[config.mk]
export PLATFORM = sky130hd
export DESIGN_NAME = regbus_fabric
export DESIGN_NICKNAME = d
export VERILOG_FILES = /design/src/rtl/regbus_pkg.sv /design/src/rtl/regbus_arb.sv /design/src/rtl/regbus_decode.sv /design/src/rtl/regbus_resp.sv /design/src/rtl/regbus_fabric.sv
export SDC_FILE = /design/constraint.sdc
export NUM_CORES = 1
export LEC_CHECK = 0
export BUFFER_PORTS_ARGS = -buffer_cell sky130_fd_sc_hd__buf_2
export CAP_MARGIN = 20
export CORE_AREA = 10 10 118 120
export CTS_CLUSTER_SIZE = 28
export DETAILED_ROUTE_END_ITERATION = 8
export DIE_AREA = 0 0 128 130
export PLACE_DENSITY_LB_ADDON = 0.2
export SYNTH_ARGS = -nofsm -noshare
export SYNTH_HDL_FRONTEND = slang
export SYNTH_SLANG_ARGS = --single-unit
[constraint.sdc]
create_clock -name clk_i -period 6 [get_ports clk_i]
set_clock_uncertainty 0.15 [all_clocks]
set_input_delay 1.2 -clock clk_i [delete_from_list [all_inputs] [get_ports clk_i]]
set_output_delay 1.2 -clock clk_i [all_outputs]
set_load 0.005 [all_outputs]
[src/rtl/regbus_pkg.sv]
package regbus_pkg;
  localparam int unsigned DATA_W = 32;
  localparam int unsigned BE_W   = DATA_W / 8;
  localparam int unsigned N_MST  = 2;
  localparam logic        MST_CORE = 1'b0;
  localparam logic        MST_HOST = 1'b1;

  typedef enum logic [1:0] {
    SZ_BYTE = 2'd0,
    SZ_HALF = 2'd1,
    SZ_WORD = 2'd2,
    SZ_RSVD = 2'd3
  } size_e;

  typedef enum logic [1:0] {
    PH_IDLE = 2'd0,
    PH_ADDR = 2'd1,
    PH_DATA = 2'd2
  } phase_e;

  function automatic logic size_legal(logic [1:0] sz, logic [1:0] lsb);
    case (sz)
      SZ_HALF: size_legal = ~lsb[0];
      SZ_WORD: size_legal = (lsb == 2'b00);
      default: size_legal = 1'b0;
    endcase
  endfunction

  function automatic logic [BE_W-1:0] lane_be(logic [1:0] sz, logic a1);
    if (sz == SZ_WORD) lane_be = '1;
    else if (a1)       lane_be = 4'b1100;
    else               lane_be = 4'b0011;
  endfunction
endpackage

[src/rtl/regbus_arb.sv]
module regbus_arb
  import regbus_pkg::*;
(
  input  logic             clk_i,
  input  logic             rst_ni,
  input  logic [N_MST-1:0] req_i,
  output phase_e           phase_o,
  output logic             owner_o
);
  phase_e           phase_q;
  logic             owner_q;
  logic [N_MST-1:0] excl;
  logic [N_MST-1:0] elig;
  logic             grant;
  logic             win;

  // the master completing in the data phase still holds req; drop it
  always_comb begin
    excl  = (phase_q == PH_DATA) ? (N_MST'(1) << owner_q) : '0;
    elig  = (phase_q == PH_ADDR) ? '0 : (req_i & ~excl);
    grant = |elig;
    win   = elig[MST_HOST] ? MST_HOST : MST_CORE;
  end

  always_ff @(posedge clk_i or negedge rst_ni) begin
    if (!rst_ni) begin
      phase_q <= PH_IDLE;
      owner_q <= MST_CORE;
    end else begin
      case (phase_q)
        PH_ADDR: phase_q <= PH_DATA;
        default: begin
          phase_q <= grant ? PH_ADDR : PH_IDLE;
          if (grant) owner_q <= win;
        end
      endcase
    end
  end

  assign phase_o = phase_q;
  assign owner_o = owner_q;

  p_host_wins_r1: assert property (@(posedge clk_i) disable iff (!rst_ni)
    (phase_q == PH_IDLE && req_i == 2'b11) |=> (phase_q == PH_ADDR && owner_q == MST_HOST));

  p_no_preempt_r4: assert property (@(posedge clk_i) disable iff (!rst_ni)
    (phase_q == PH_ADDR) |=> (phase_q == PH_DATA && $stable(owner_q)));

  p_other_next_r11: assert property (@(posedge clk_i) disable iff (!rst_ni)
    (phase_q == PH_DATA && req_i[!owner_q]) |=> (phase_q == PH_ADDR && owner_q != $past(owner_q)));
endmodule

[src/rtl/regbus_decode.sv]
module regbus_decode #(
  parameter int unsigned ADDR_W = 16,
  parameter int unsigned N_SLV  = 4,
  parameter logic [N_SLV*ADDR_W-1:0] SLV_BASE = '0,
  parameter logic [N_SLV*8-1:0]      SLV_SIZE_LOG2 = '0
) (
  input  logic [ADDR_W-1:0] addr_i,
  output logic [N_SLV-1:0]  hit_o
);
  for (genvar i = 0; i < N_SLV; i++) begin : g_win
    localparam int unsigned       SZ   = int'(SLV_SIZE_LOG2[i*8 +: 8]);
    localparam logic [ADDR_W-1:0] MASK = {ADDR_W{1'b1}} << SZ;
    localparam logic [ADDR_W-1:0] BASE = SLV_BASE[i*ADDR_W +: ADDR_W];
    assign hit_o[i] = ((addr_i & MASK) == (BASE & MASK));
  end
endmodule

[src/rtl/regbus_resp.sv]
module regbus_resp
  import regbus_pkg::*;
#(
  parameter int unsigned N_SLV = 4
) (
  input  logic                           clk_i,
  input  logic                           rst_ni,
  input  logic                           addr_ph_i,
  input  logic                           owner_i,
  input  logic                           legal_i,
  input  logic [N_SLV-1:0]               hit_i,
  input  logic [N_SLV-1:0][DATA_W-1:0]   slv_rdata_i,
  output logic [N_MST-1:0]               ready_o,
  output logic [DATA_W-1:0]              rdata_o,
  output logic                           err_o
);
  logic [DATA_W-1:0] rmux;
  logic [N_MST-1:0]  ready_q;
  logic [DATA_W-1:0] rdata_q;
  logic              err_q;

  always_comb begin
    rmux = '0;
    for (int i = 0; i < N_SLV; i++)
      if (hit_i[i]) rmux = rmux | slv_rdata_i[i];
  end

  always_ff @(posedge clk_i or negedge rst_ni) begin
    if (!rst_ni) begin
      ready_q <= '0;
      rdata_q <= '0;
      err_q   <= 1'b0;
    end else if (addr_ph_i) begin
      ready_q <= N_MST'(1) << owner_i;
      rdata_q <= legal_i ? rmux : '0;
      err_q   <= ~legal_i;
    end else begin
      ready_q <= '0;
      rdata_q <= '0;
      err_q   <= 1'b0;
    end
  end

  assign ready_o = ready_q;
  assign rdata_o = rdata_q;
  assign err_o   = err_q;

  p_one_ready_r3: assert property (@(posedge clk_i) disable iff (!rst_ni)
    $onehot0(ready_o));

  p_err_zero_r8: assert property (@(posedge clk_i) disable iff (!rst_ni)
    (|ready_o && err_o) |-> (rdata_o == '0));
endmodule

[src/rtl/regbus_fabric.sv]
module regbus_fabric
  import regbus_pkg::*;
#(
  parameter int unsigned ADDR_W = 16,
  parameter int unsigned N_SLV  = 4,
  parameter logic [N_SLV*ADDR_W-1:0] SLV_BASE = {16'h1400, 16'h1200, 16'h1100, 16'h1000},
  parameter logic [N_SLV*8-1:0]      SLV_SIZE_LOG2 = {8'd8, 8'd8, 8'd8, 8'd8}
) (
  input  logic                             clk_i,
  input  logic                             rst_ni,
  input  logic [N_MST-1:0]                 req_i,
  input  logic [N_MST-1:0][ADDR_W-1:0]     addr_i,
  input  logic [N_MST-1:0][1:0]            size_i,
  input  logic [N_MST-1:0]                 we_i,
  input  logic [N_MST-1:0][DATA_W-1:0]     wdata_i,
  output logic [N_MST-1:0]                 ready_o,
  output logic [DATA_W-1:0]                rdata_o,
  output logic                             err_o,
  output logic [N_SLV-1:0]                 slv_sel_o,
  output logic [ADDR_W-1:0]                slv_addr_o,
  output logic                             slv_we_o,
  output logic [BE_W-1:0]                  slv_be_o,
  output logic [DATA_W-1:0]                slv_wdata_o,
  input  logic [N_SLV-1:0][DATA_W-1:0]     slv_rdata_i
);
  phase_e            phase;
  logic              owner;
  logic              addr_ph;
  logic [ADDR_W-1:0] m_addr;
  logic [1:0]        m_size;
  logic              m_we;
  logic [DATA_W-1:0] m_wdata;
  logic [N_SLV-1:0]  hit;
  logic              legal;

  regbus_arb u_arb (
    .clk_i   (clk_i),
    .rst_ni  (rst_ni),
    .req_i   (req_i),
    .phase_o (phase),
    .owner_o (owner)
  );

  // owner is registered, so the request fields are muxed without a decision path
  assign addr_ph = (phase == PH_ADDR);
  assign m_addr  = addr_i[owner];
  assign m_size  = size_i[owner];
  assign m_we    = we_i[owner];
  assign m_wdata = wdata_i[owner];

  regbus_decode #(
    .ADDR_W        (ADDR_W),
    .N_SLV         (N_SLV),
    .SLV_BASE      (SLV_BASE),
    .SLV_SIZE_LOG2 (SLV_SIZE_LOG2)
  ) u_dec (
    .addr_i (m_addr),
    .hit_o  (hit)
  );

  assign legal = size_legal(m_size, m_addr[1:0]) && (|hit);

  assign slv_sel_o   = (addr_ph && legal) ? hit : '0;
  assign slv_addr_o  = m_addr;
  assign slv_we_o    = addr_ph && legal && m_we;
  assign slv_be_o    = lane_be(m_size, m_addr[1]);
  assign slv_wdata_o = m_wdata;

  regbus_resp #(.N_SLV(N_SLV)) u_resp (
    .clk_i       (clk_i),
    .rst_ni      (rst_ni),
    .addr_ph_i   (addr_ph),
    .owner_i     (owner),
    .legal_i     (legal),
    .hit_i       (hit),
    .slv_rdata_i (slv_rdata_i),
    .ready_o     (ready_o),
    .rdata_o     (rdata_o),
    .err_o       (err_o)
  );

  p_sel_onehot_r7: assert property (@(posedge clk_i) disable iff (!rst_ni)
    $onehot0(slv_sel_o));

  p_ready_req_r3: assert property (@(posedge clk_i) disable iff (!rst_ni)
    (ready_o & ~req_i) == '0);

  p_sel_then_ready_r3: assert property (@(posedge clk_i) disable iff (!rst_ni)
    (|slv_sel_o) |=> (|ready_o && !err_o));

  p_err_nosel_r8: assert property (@(posedge clk_i) disable iff (!rst_ni)
    (|ready_o && err_o) |-> ($past(slv_sel_o) == '0));

  p_be_lane_r9: assert property (@(posedge clk_i) disable iff (!rst_ni)
    slv_we_o |-> (slv_be_o == 4'b1111 || slv_be_o == 4'b0011 || slv_be_o == 4'b1100));
endmodule

==> reports/results.ini, run 1 <==
[outcome]
status=complete, no violations

[cts]
clk_latency_ns=0.28
cts_root_buf=clkbuf_16
cts_tree=yes
cts_resized=0
holdBufCountCts=0
cts.reportedPaths.clkPinSlew_ns=0.06
cts_buffer_depth=2
post_cts_buffers=0
numCtsBuffers=5
numClockSinks=38
htree_levels=2

[synthesis]
synth_edf_count=0
synth_ff_type=dfrtp_1
syn-num-nets=499
synth.avg_cell_area_um2=11.1
synth_area_leaders=dfrtp_1 (33%), mux2_2 (17%), a22oi_1 (11%), a22oi_2 (8.6%), a21oi_2 (6.3%)
ys_ff_latch=38
syn_inst=263
synthArstFlopShare_pct=100
synth_seq_area_share_pct=32.6
syn_area_um2=2920
synth_area_leader_cell=dfrtp_1
synth_top_cell_area_share_pct=32.6
ys_warn_count=0
yosysUniqueCellTypes=39

[place]
placed_cells=715
place_worst_setup_slack_ns=1.42
postPlaceCellArea_um2=4590
gp_congestion=0.859
hpwl_um=12800
portBuffers=325

[global_route]
grt_pass1_vias=3893
overflow=0
grt_first_pass_wirelength_um=21900
grt.total_usage_pct=16.7
grt_max_degree=39
antenna_found_initial=7

[power]
finalPower_uw=1120
irDropWorstVdd_v=0.000146
swShare_pct=34.5
power_density_nw_per_um2=236
internal_power_uw=735
p_leak_uw=0.00238
switchingPower_uw=388
seq_power_share_pct=28.8
power.share.combinational_pct=47.0
clockPowerShare_pct=24.2

[critical_path]
path_class=input pin to output port
crit_path_max_fanout=9
cp-start-kind=input pin
crit_chain=buf_2, or4_1, a211oi_4, o41ai_4, nor2_1, buf_2
crit_path_max_incr_delay_ns=0.76
path_buf_inv=2
cp_common_cell=buf_2
cp.required_ns=4.65
path_delay_family=simple AND/OR/NAND/NOR gates
cp-end-kind=output port
crit_path_top_delay_cell=or4_1
arrival_ns=3.12

[routing]
vias=3484
drt_iter0_drc=86
dr.pass1.iters=4
vias_per_cell=4.79
drc=0
wl_per_cell_um=20.4
postRouteAntennaNets=0
totalWireLength_um=14800

[finish]
drive_gt1_share_pct=75.3
fin_cells=727
syn_to_final_growth_pct=62.8
fin_area_um2=4750
nNetsFinal=811
layout_common_cells=buf_2 (325), mux2_2 (44), a22oi_1 (44)
regArea_um2=952
nFillCells=1188
multi_input_area_um2=1750
final_common_cell=buf_2

[timing]
finalCritPeriodShare_pct=74.6
timing.final.crit_period_ns=4.47
worst_slew_pin_slew_ns=0.869
setup_tns_ns=0
fmax_mhz=224
slew-limit-headroom_pct=42.0
grt_setup_unrepaired=false
hold_viol=0
slew_viol_final=0
fin_ws_ns=1.53
setup_viol=0

[floorplan]
num_rows=40
dieHeight_um=130
initial_core_util_pct=24.9
die-area_um2=16600
ios=326
die_x_um=128
core-area_um2=11700

[worst_hold_path]
worstHoldPathType=flop to flop

[flow_run]
cap_violations=0

[logic make-up after synthesis]
| family | Yosys count | synth area share, % |
|---|---|---|
| DFF | 38 | 32.6 |
| muxes | 51 | 19.4 |
| AOI/OAI and AO/OA | 113 | 33.5 |
| and+or+nand+nor | 25 | 5.36 |
| adders and majority gates | 2 | 0.858 |
| buffers and inverters | 34 | 8.24 |
[cells in the mapped netlist (2+ instances only)]
| library cell | count |
|---|---|
| nor3_1 | 2 |
| ha_1 | 2 |
| a22oi_1 | 44 |
| a211oi_2 | 2 |
| dfrtp_1 | 38 |
| a21oi_2 | 21 |
| buf_4 | 4 |
| a21oi_1 | 16 |
| mux2i_1 | 7 |
| a22oi_2 | 20 |
| clkbuf_1 | 3 |
| or4_1 | 2 |
| inv_1 | 8 |
| buf_6 | 8 |
| nand2_1 | 4 |
| and2_1 | 4 |
| buf_12 | 2 |
| buf_2 | 4 |
| buf_1 | 5 |
| o21ai_0 | 2 |
| nor2_1 | 4 |
| mux2_2 | 44 |
[worst register-to-register path, cell delays in order (launching register included)]
cell	delay [ns]
dfrtp_2	0.85
mux2i_1	0.35
inv_1	0.07
ha_1	0.30
nor4_2	0.68
o41ai_4	0.23
buf_4	0.32
a21oi_1	0.25
[cell type report]
cell class / count / area share, %
multi-input combinational: 191 / 36.8
timing repair buffer: 331 / 35.2
sequential: 38 / 20.1
tap: 147 / 3.87
clock buffer: 6 / 2.93
inverter: 8 / 0.633
clock inverter: 2 / 0.264
antenna: 4 / 0.211
[sequential cells by signal, summed over array words and instances, names as in the netlist]
| name | count |
|---|---|
| u_arb.owner_o | 1 |
| u_resp.ready_o | 2 |
| u_resp.err_o | 1 |
| u_arb.phase_o | 2 |
| u_resp.rdata_o | 32 |
[metal layers]
| layer | wire length, um | GRT usage (%) |
|---|---|---|
| met1 | 5180 | 15.9 |
| met2 | 7910 | 31.8 |
| met3 | 1510 | 7.46 |
| met4 | 200 | 3.91 |
| met5 | 25 | 0 |
[per-stage QoR]
step / util, % / hold WS (ns)
after floorplan: - / 0.301
after global placement: 39.2 / 0.320
after detailed placement: 39.2 / 0.327
after CTS: 40.4 / 0.338
after global routing: 40.5 / 0.387
final: 40.5 / 0.336
[final timing paths]
path / startpoint / end / slack (ns) / depth (start not counted)
setup / recovery: addr_i[29] / slv_we_o / 1.53 / 6
hold / removal: u_arb.phase_o[1]$_DFF_PN0_ / u_arb.phase_o[0]$_DFF_PN0_ / 0.34 / 1
setup reg to reg: u_arb.owner_o$_DFFE_PN0P_ / u_resp.rdata_o[3]$_DFF_PN0_ / 2.71 / 7
hold reg to reg: u_arb.phase_o[1]$_DFF_PN0_ / u_arb.phase_o[0]$_DFF_PN0_ / 0.34 / 1
max in group asynchronous: rst_ni / u_arb.owner_o$_DFFE_PN0P_ / 4.21 / 1
min in group asynchronous: rst_ni / u_resp.rdata_o[20]$_DFF_PN0_ / 0.89 / 1
[power groups by stage]
stage | Clock [uW] | Combinational [uW] | Sequential [uW]
6_report | 272 | 527 | 323
2_1_floorplan | 0 | 331 | 289
4_1_cts | 284 | 538 | 324
3_5_place_dp | 0 | 536 | 329
3_3_place_gp | 0 | 528 | 326
5_1_grt | 294 | 579 | 329
Power figures use the tool's default switching activity.
==> inputs of run 2 (changes only) <==
--- a/config.mk
+++ b/config.mk
@@ -5,12 +5,13 @@
 export SDC_FILE = /design/constraint.sdc
 export NUM_CORES = 1
 export LEC_CHECK = 0
+export ABC_AREA = 1
 export BUFFER_PORTS_ARGS = -buffer_cell sky130_fd_sc_hd__buf_2
 export CAP_MARGIN = 20
-export CORE_AREA = 10 10 118 120
+export CORE_AREA = 10 10 117 119
 export CTS_CLUSTER_SIZE = 28
 export DETAILED_ROUTE_END_ITERATION = 8
-export DIE_AREA = 0 0 128 130
+export DIE_AREA = 0 0 127 129
 export PLACE_DENSITY_LB_ADDON = 0.2
 export SYNTH_ARGS = -nofsm -noshare
 export SYNTH_HDL_FRONTEND = slang
==> constraint.sdc (replaced) <==
create_clock -name clk_i -period 4.6 [get_ports clk_i]
set_clock_uncertainty 0.15 [all_clocks]
set_input_delay 0.92 -clock clk_i [delete_from_list [all_inputs] [get_ports clk_i]]
set_output_delay 0.92 -clock clk_i [all_outputs]
set_load 0.005 [all_outputs]
==> reports/results.ini, run 2 <==
[worst_hold_path]
worstHoldPathType=flop to flop

[synthesis]
ys_ff_latch=38  ; unchanged
synthTopCellsByCount=nand2_1 (226), nand3_1 (132), nor2_1 (75)
synthArstFlopShare_pct=100  ; unchanged
syn_inst=557  ; +110%
synth_edf_count=0  ; unchanged
synth.avg_cell_area_um2=5.72  ; -48%
syn_area_um2=3190  ; +9.3%
syn-num-nets=793  ; +59%
post-synth-top-count-cell=nand2_1
yosysUniqueCellTypes=19  ; -51%
synth_area_leaders=dfrtp_1 (30%), nand2_1 (27%), nand3_1 (21%), nor2_1 (8.8%), buf_2 (3.1%)
synth_top_cell_area_share_pct=29.8  ; -2.8 points
ys_warn_count=0  ; unchanged
synth_ff_type=dfrtp_1
synth_seq_area_share_pct=29.8  ; -2.8 points
synth_area_leader_cell=dfrtp_1

[cts]
htree_levels=2  ; unchanged
cts_root_buf=clkbuf_16
numClockSinks=38  ; unchanged
post_cts_buffers=0  ; unchanged
holdBufCountCts=0  ; unchanged
cts.reportedPaths.clkPinSlew_ns=0.06  ; about the same
cts_resized=0  ; unchanged
numCtsBuffers=5  ; unchanged
cts_buffer_depth=2  ; unchanged
cts_tree=yes
clk_latency_ns=0.27  ; about the same

[global_route]
grt.total_usage_pct=18.5  ; +1.8 points
grt_first_pass_wirelength_um=24500  ; +12%
grt_pass1_vias=4575  ; +18%
antenna_found_initial=7  ; unchanged
overflow=0  ; unchanged
grt_max_degree=44  ; +13%

[place]
place_worst_setup_slack_ns=0.894  ; -0.524 ns
gp_congestion=0.893  ; +4.0%
hpwl_um=13300  ; +3.4%
postPlaceCellArea_um2=4880  ; +6.4%
portBuffers=325  ; unchanged

[power]
switchingPower_uw=734  ; +89%
irDropWorstVdd_v=0.000299  ; +100%
power_density_nw_per_um2=331  ; +40%
internal_power_uw=931  ; +27%
swShare_pct=44.1  ; +9.5 points
p_leak_uw=0.00319  ; +34%
clockPowerShare_pct=20.7  ; -3.5 points
seq_power_share_pct=24.0  ; -4.8 points
power.share.combinational_pct=55.2  ; +8.2 points

[floorplan]
die-area_um2=16400  ; -1.5%
die_x_um=127  ; -0.78%
dieHeight_um=129  ; -0.77%
ios=326  ; unchanged
core-area_um2=11300  ; -3.3%
initial_core_util_pct=28.2  ; +3.3 points
num_rows=39  ; -2.5%

[timing]
worst_slew_pin_slew_ns=0.911  ; +0.0420 ns
slew-limit-headroom_pct=39.2  ; -2.8 points
finalCritPeriodShare_pct=86.1
timing.final.crit_period_ns=3.96
setup_viol=0  ; unchanged
grt_setup_unrepaired=false
fmax_mhz=252
setup_tns_ns=0  ; unchanged
hold_viol=0  ; unchanged
fin_ws_ns=0.639  ; -0.887 ns
slew_viol_final=0  ; unchanged

[critical_path]
arrival_ns=2.89  ; -0.23 ns
crit_path_max_fanout=29  ; +20
cp-end-kind=output port
cp-start-kind=flop
cp.required_ns=3.53  ; -1.12 ns
path_class=flop to output port

[flow_run]
cap_violations=0  ; unchanged

[routing]
totalWireLength_um=16400  ; +10%
vias=4592  ; +32%
postRouteAntennaNets=0  ; unchanged
drc=0  ; unchanged
dr.pass1.iters=4  ; unchanged
vias_per_cell=4.56  ; -4.8%
drt_iter0_drc=245  ; +180%
wl_per_cell_um=16.3  ; -20%

[finish]
final_common_cell=buf_2
nFillCells=1300  ; +9.4%
drive_gt1_share_pct=41.1  ; -34 points
layout_common_cells=buf_2 (325), nand2_1 (226), nand3_1 (132)
syn_to_final_growth_pct=58.0
largest_register_ffs=32  ; unchanged
multi_input_area_um2=1950  ; +12%
fin_area_um2=5040  ; +6.1%
nNetsFinal=1094  ; +35%
regArea_um2=952  ; unchanged

[outcome]
status=complete, no violations

[run 2: metal layers]
layer | vias to the layer above | track usage [%] | share of wire, %
met2 | 219 | 32.7 | 51
met3 | 18 | 8.91 | 12
met5 | - | 0 | 0.23
met1 | 1978 | 19.0 | 36
met4 | 6 | 5.69 | 1.2
li1 | 2371 | - | -
[run 2: layout make-up]
cell class / count / area share [%]
diodes: 4 / 0.199
multi-input cells: 454 / 38.8
well taps: 143 / 3.55
clock inverters: 1 / 0.0994
clock buffers: 7 / 2.83
inverters: 23 / 1.71
repair buffers: 336 / 33.9
flip-flops and latches: 38 / 18.9
[run 2: metrics by stage]
step                      hold slack [ns]  util, %  total power [uW]  std cells
after global routing                0.450     44.5              1840       1006
final                               0.387     44.5              1670       1006
after floorplan                     0.340        -               921        557
after detailed placement            0.381     43.1              1350        994
after CTS                           0.392     44.4              1700       1002
after global placement              0.373     43.1              1350        994
[run 2: logic make-up (layout without fill, tap and decap cells)]
group           Yosys count  after routing  synth area share, %
simple gates            441            441                 58.2
buf+inv                  65            367                 9.26
flops                    38             38                 29.8
compound gates           10             10                 1.57
fa+ha+maj                 2              2                0.785
mux                       1              1                0.314
other cells               0              4                    0
[run 2: final timing paths]
check / slack (ns) / start / end / cells past startpoint
worst max-delay path: 0.64 / u_arb.owner_o$_DFFE_PN0P_ / slv_we_o / 11
worst min-delay path: 0.39 / u_arb.phase_o[1]$_DFF_PN0_ / u_arb.phase_o[1]$_DFF_PN0_ / 1
worst max register to register: 1.49 / u_arb.owner_o$_DFFE_PN0P_ / u_resp.rdata_o[20]$_DFF_PN0_ / 11
worst min register to register: 0.39 / u_arb.phase_o[1]$_DFF_PN0_ / u_arb.phase_o[1]$_DFF_PN0_ / 1
max in group asynchronous: 3.04 / rst_ni / u_arb.owner_o$_DFFE_PN0P_ / 1
min in group asynchronous: 0.63 / rst_ni / u_resp.rdata_o[11]$_DFF_PN0_ / 1
[run 2: power groups by stage]
stage / Clock [uW] / Sequential, uW / Combinational, uW
final: 345 / 400 / 920
after global routing: 375 / 409 / 1060
after CTS: 357 / 402 / 944
after detailed placement: 0 / 407 / 939
after global placement: 0 / 407 / 944
after floorplan: 0 / 379 / 542
[run 2: critical path, cell delays in order (launching register included)]
cell	delay (ns)
dfrtp_2	0.65
inv_2	0.31
or2_2	0.35
o21ai_0	0.10
inv_1	0.07
ha_1	0.27
nor2_1	0.09
o21ai_0	0.08
inv_1	0.11
nand3_4	0.25
nor2_1	0.17
buf_2	0.15
==> inputs of run 3 (changes only) <==
--- a/config.mk
+++ b/config.mk
@@ -8,10 +8,10 @@
 export ABC_AREA = 1
 export BUFFER_PORTS_ARGS = -buffer_cell sky130_fd_sc_hd__buf_2
 export CAP_MARGIN = 20
-export CORE_AREA = 10 10 117 119
+export CORE_AREA = 10 10 119 121
 export CTS_CLUSTER_SIZE = 28
 export DETAILED_ROUTE_END_ITERATION = 8
-export DIE_AREA = 0 0 127 129
+export DIE_AREA = 0 0 129 131
 export PLACE_DENSITY_LB_ADDON = 0.2
 export SYNTH_ARGS = -nofsm -noshare
 export SYNTH_HDL_FRONTEND = slang
==> constraint.sdc (replaced) <==
create_clock -name clk_i -period 3.2 [get_ports clk_i]
set_clock_uncertainty 0.15 [all_clocks]
set_input_delay 0.64 -clock clk_i [delete_from_list [all_inputs] [get_ports clk_i]]
set_output_delay 0.64 -clock clk_i [all_outputs]
set_load 0.005 [all_outputs]
==> reports/results.ini, run 3 (synthesis gave the netlist of run 2 again) <==
[power]
internal_power_uw=1380  ; +48%
swShare_pct=44.2  ; +0.085 points
clockPowerShare_pct=20.3  ; -0.4 points
power.share.combinational_pct=57.8  ; +2.6 points
seq_power_share_pct=21.9  ; -2.1 points
p_leak_uw=0.00322  ; +0.92%
switchingPower_uw=1090  ; +48%
irDropWorstVdd_v=0.000280  ; -6.3%
power_density_nw_per_um2=481  ; +46%

[global_route]
grt_first_pass_wirelength_um=23900  ; -2.4%
grt_max_degree=96  ; +120%
antenna_found_initial=1  ; -6
grt_pass1_vias=4661  ; +1.9%
overflow=0  ; unchanged
grt.total_usage_pct=17.8  ; -0.67 points

[floorplan]
ios=326  ; unchanged
die_x_um=129  ; +1.6%
core-area_um2=11800  ; +4.3%
num_rows=40  ; +2.6%
initial_core_util_pct=27.0  ; -1.2 points
die-area_um2=16900  ; +3.1%
dieHeight_um=131  ; +1.6%

[flow_run]
cap_violations=0  ; unchanged

[critical_path]
cp-start-kind=flop
crit_path_max_fanout=13  ; -55%
crit_start=u_arb.owner_o$_DFFE_PN0P_
path_class=flop to output port
r2r_slack_ns=0.73  ; -0.76 ns
cp-end-kind=output port
rr_startpoint=u_arb.owner_o$_DFFE_PN0P_
arrival_ns=2.19  ; -0.70 ns
cp.required_ns=2.41  ; -1.12 ns

[routing]
drt_iter0_drc=159  ; -35%
totalWireLength_um=16600  ; +1.2%
postRouteAntennaNets=0  ; unchanged
wl_per_cell_um=16.4  ; +0.55%
vias_per_cell=4.57  ; +0.14%
vias=4626  ; +0.74%
drc=0  ; unchanged
dr.pass1.iters=4  ; unchanged

[timing]
slew_viol_final=0  ; unchanged
hold_viol=0  ; unchanged
worst_slew_pin_slew_ns=0.909  ; -0.00249 ns
fin_hold_ws_ns=0.347  ; -0.0406 ns
grt_setup_unrepaired=false
timing.final.crit_period_ns=2.98
slew-limit-headroom_pct=39.4  ; +0.17 points
fmax_mhz=336
setup_tns_ns=0  ; unchanged
fin_ws_ns=0.220  ; -0.419 ns
finalCritPeriodShare_pct=93.1
setup_viol=0  ; unchanged

[cts]
htree_levels=2  ; unchanged
holdBufCountCts=0  ; unchanged
clk_latency_ns=0.27  ; about the same
cts_root_buf=clkbuf_16
cts.reportedPaths.clkPinSlew_ns=0.06  ; about the same
cts_buffer_depth=2  ; unchanged
numCtsBuffers=5  ; unchanged
cts_tree=yes
numClockSinks=38  ; unchanged

[place]
placed_cells=1000  ; +0.60%
place_worst_setup_slack_ns=0.243  ; -0.651 ns
portBuffers=325  ; unchanged
gp_congestion=0.785  ; -12%
hpwl_um=13200  ; -0.21%

[outcome]
status=complete, no violations

[worst_hold_path]
worstHoldPathType=input pin to async pin

[finish]
fin_cells=1012  ; +0.60%
nNetsFinal=1099  ; +0.46%
largest_register_ffs=32  ; unchanged
drive_gt1_share_pct=41.9  ; +0.80 points
final_common_cell=buf_2
layout_common_cells=buf_2 (325), nand2_1 (226), nand3_1 (132)
syn_to_final_growth_pct=60.6

[run 3: cell types whose count changed in the layout (fill, tap and decap cells not counted), sizes merged]
cell	delta
clkinvlp	+1
diode	-3
buf	+4
[run 3: layout make-up]
class	instances	area, um2
fillers	1336	6690
well taps	147	184
multi-input cells	454	1970
diodes	1	2.50
repair buffers	341	1770
inverters	23	88.8
clock buffers	6	139
flip-flops and latches	38	952
clock inverters	2	12.5
[run 3: path summary, 6_finish.rpt]
check | to | cells after the start
min in group clk_i | u_arb.phase_o[1]$_DFF_PN0_ | 1
setup reg to reg | u_resp.rdata_o[15]$_DFF_PN0_ | 11
max in group asynchronous | u_arb.owner_o$_DFFE_PN0P_ | 1
hold reg to reg | u_arb.phase_o[1]$_DFF_PN0_ | 1
setup / recovery | slv_sel_o[0] | 11
hold / removal | u_resp.rdata_o[15]$_DFF_PN0_ | 1
[run 3: layer usage]
layer | GRT usage (%) | routed length [um]
met1 | 17.6 | 5850
met2 | 32.9 | 8390
met3 | 9.39 | 2210
met5 | 0 | 13
met4 | 3.01 | 108
[run 3: critical path: stages (launching register included)]
cell	delay, ns
dfrtp_2	0.42
inv_4	0.09
or2_2	0.27
o21ai_0	0.10
inv_1	0.07
ha_1	0.27
nor2_1	0.09
o21ai_0	0.08
inv_1	0.11
nand3_4	0.15
nor2_1	0.14
buf_2	0.13
[run 3: stage by stage]
stage | area [um2] | util (%) | power (uW)
after detailed placement | 4920 | 41.7 | 1970
final | 5120 | 43.3 | 2460
after global placement | 4920 | 41.7 | 1980
after floorplan | 3190 | - | 1320
after global routing | 5120 | 43.3 | 2710
after CTS | 5070 | 42.9 | 2490
[run 3: power groups by stage]
| stage | Clock [uW] | Sequential, uW | Combinational, uW |
|---|---|---|---|
| final | 501 | 540 | 1420 |
| after global routing | 540 | 544 | 1630 |
| after CTS | 520 | 539 | 1430 |
| after detailed placement | 0 | 546 | 1430 |
| after global placement | 0 | 544 | 1430 |
| after floorplan | 0 | 545 | 779 |
[run 3: timing repair]
| item | CTS | global route |
|---|---|---|
| endpoints found under the hold margin | 0 | 0 |
| gates resized for setup | 0 | 6 |
| endpoints found under the setup margin | 0 | 5 |
| buffers inserted | 0 | 2 |
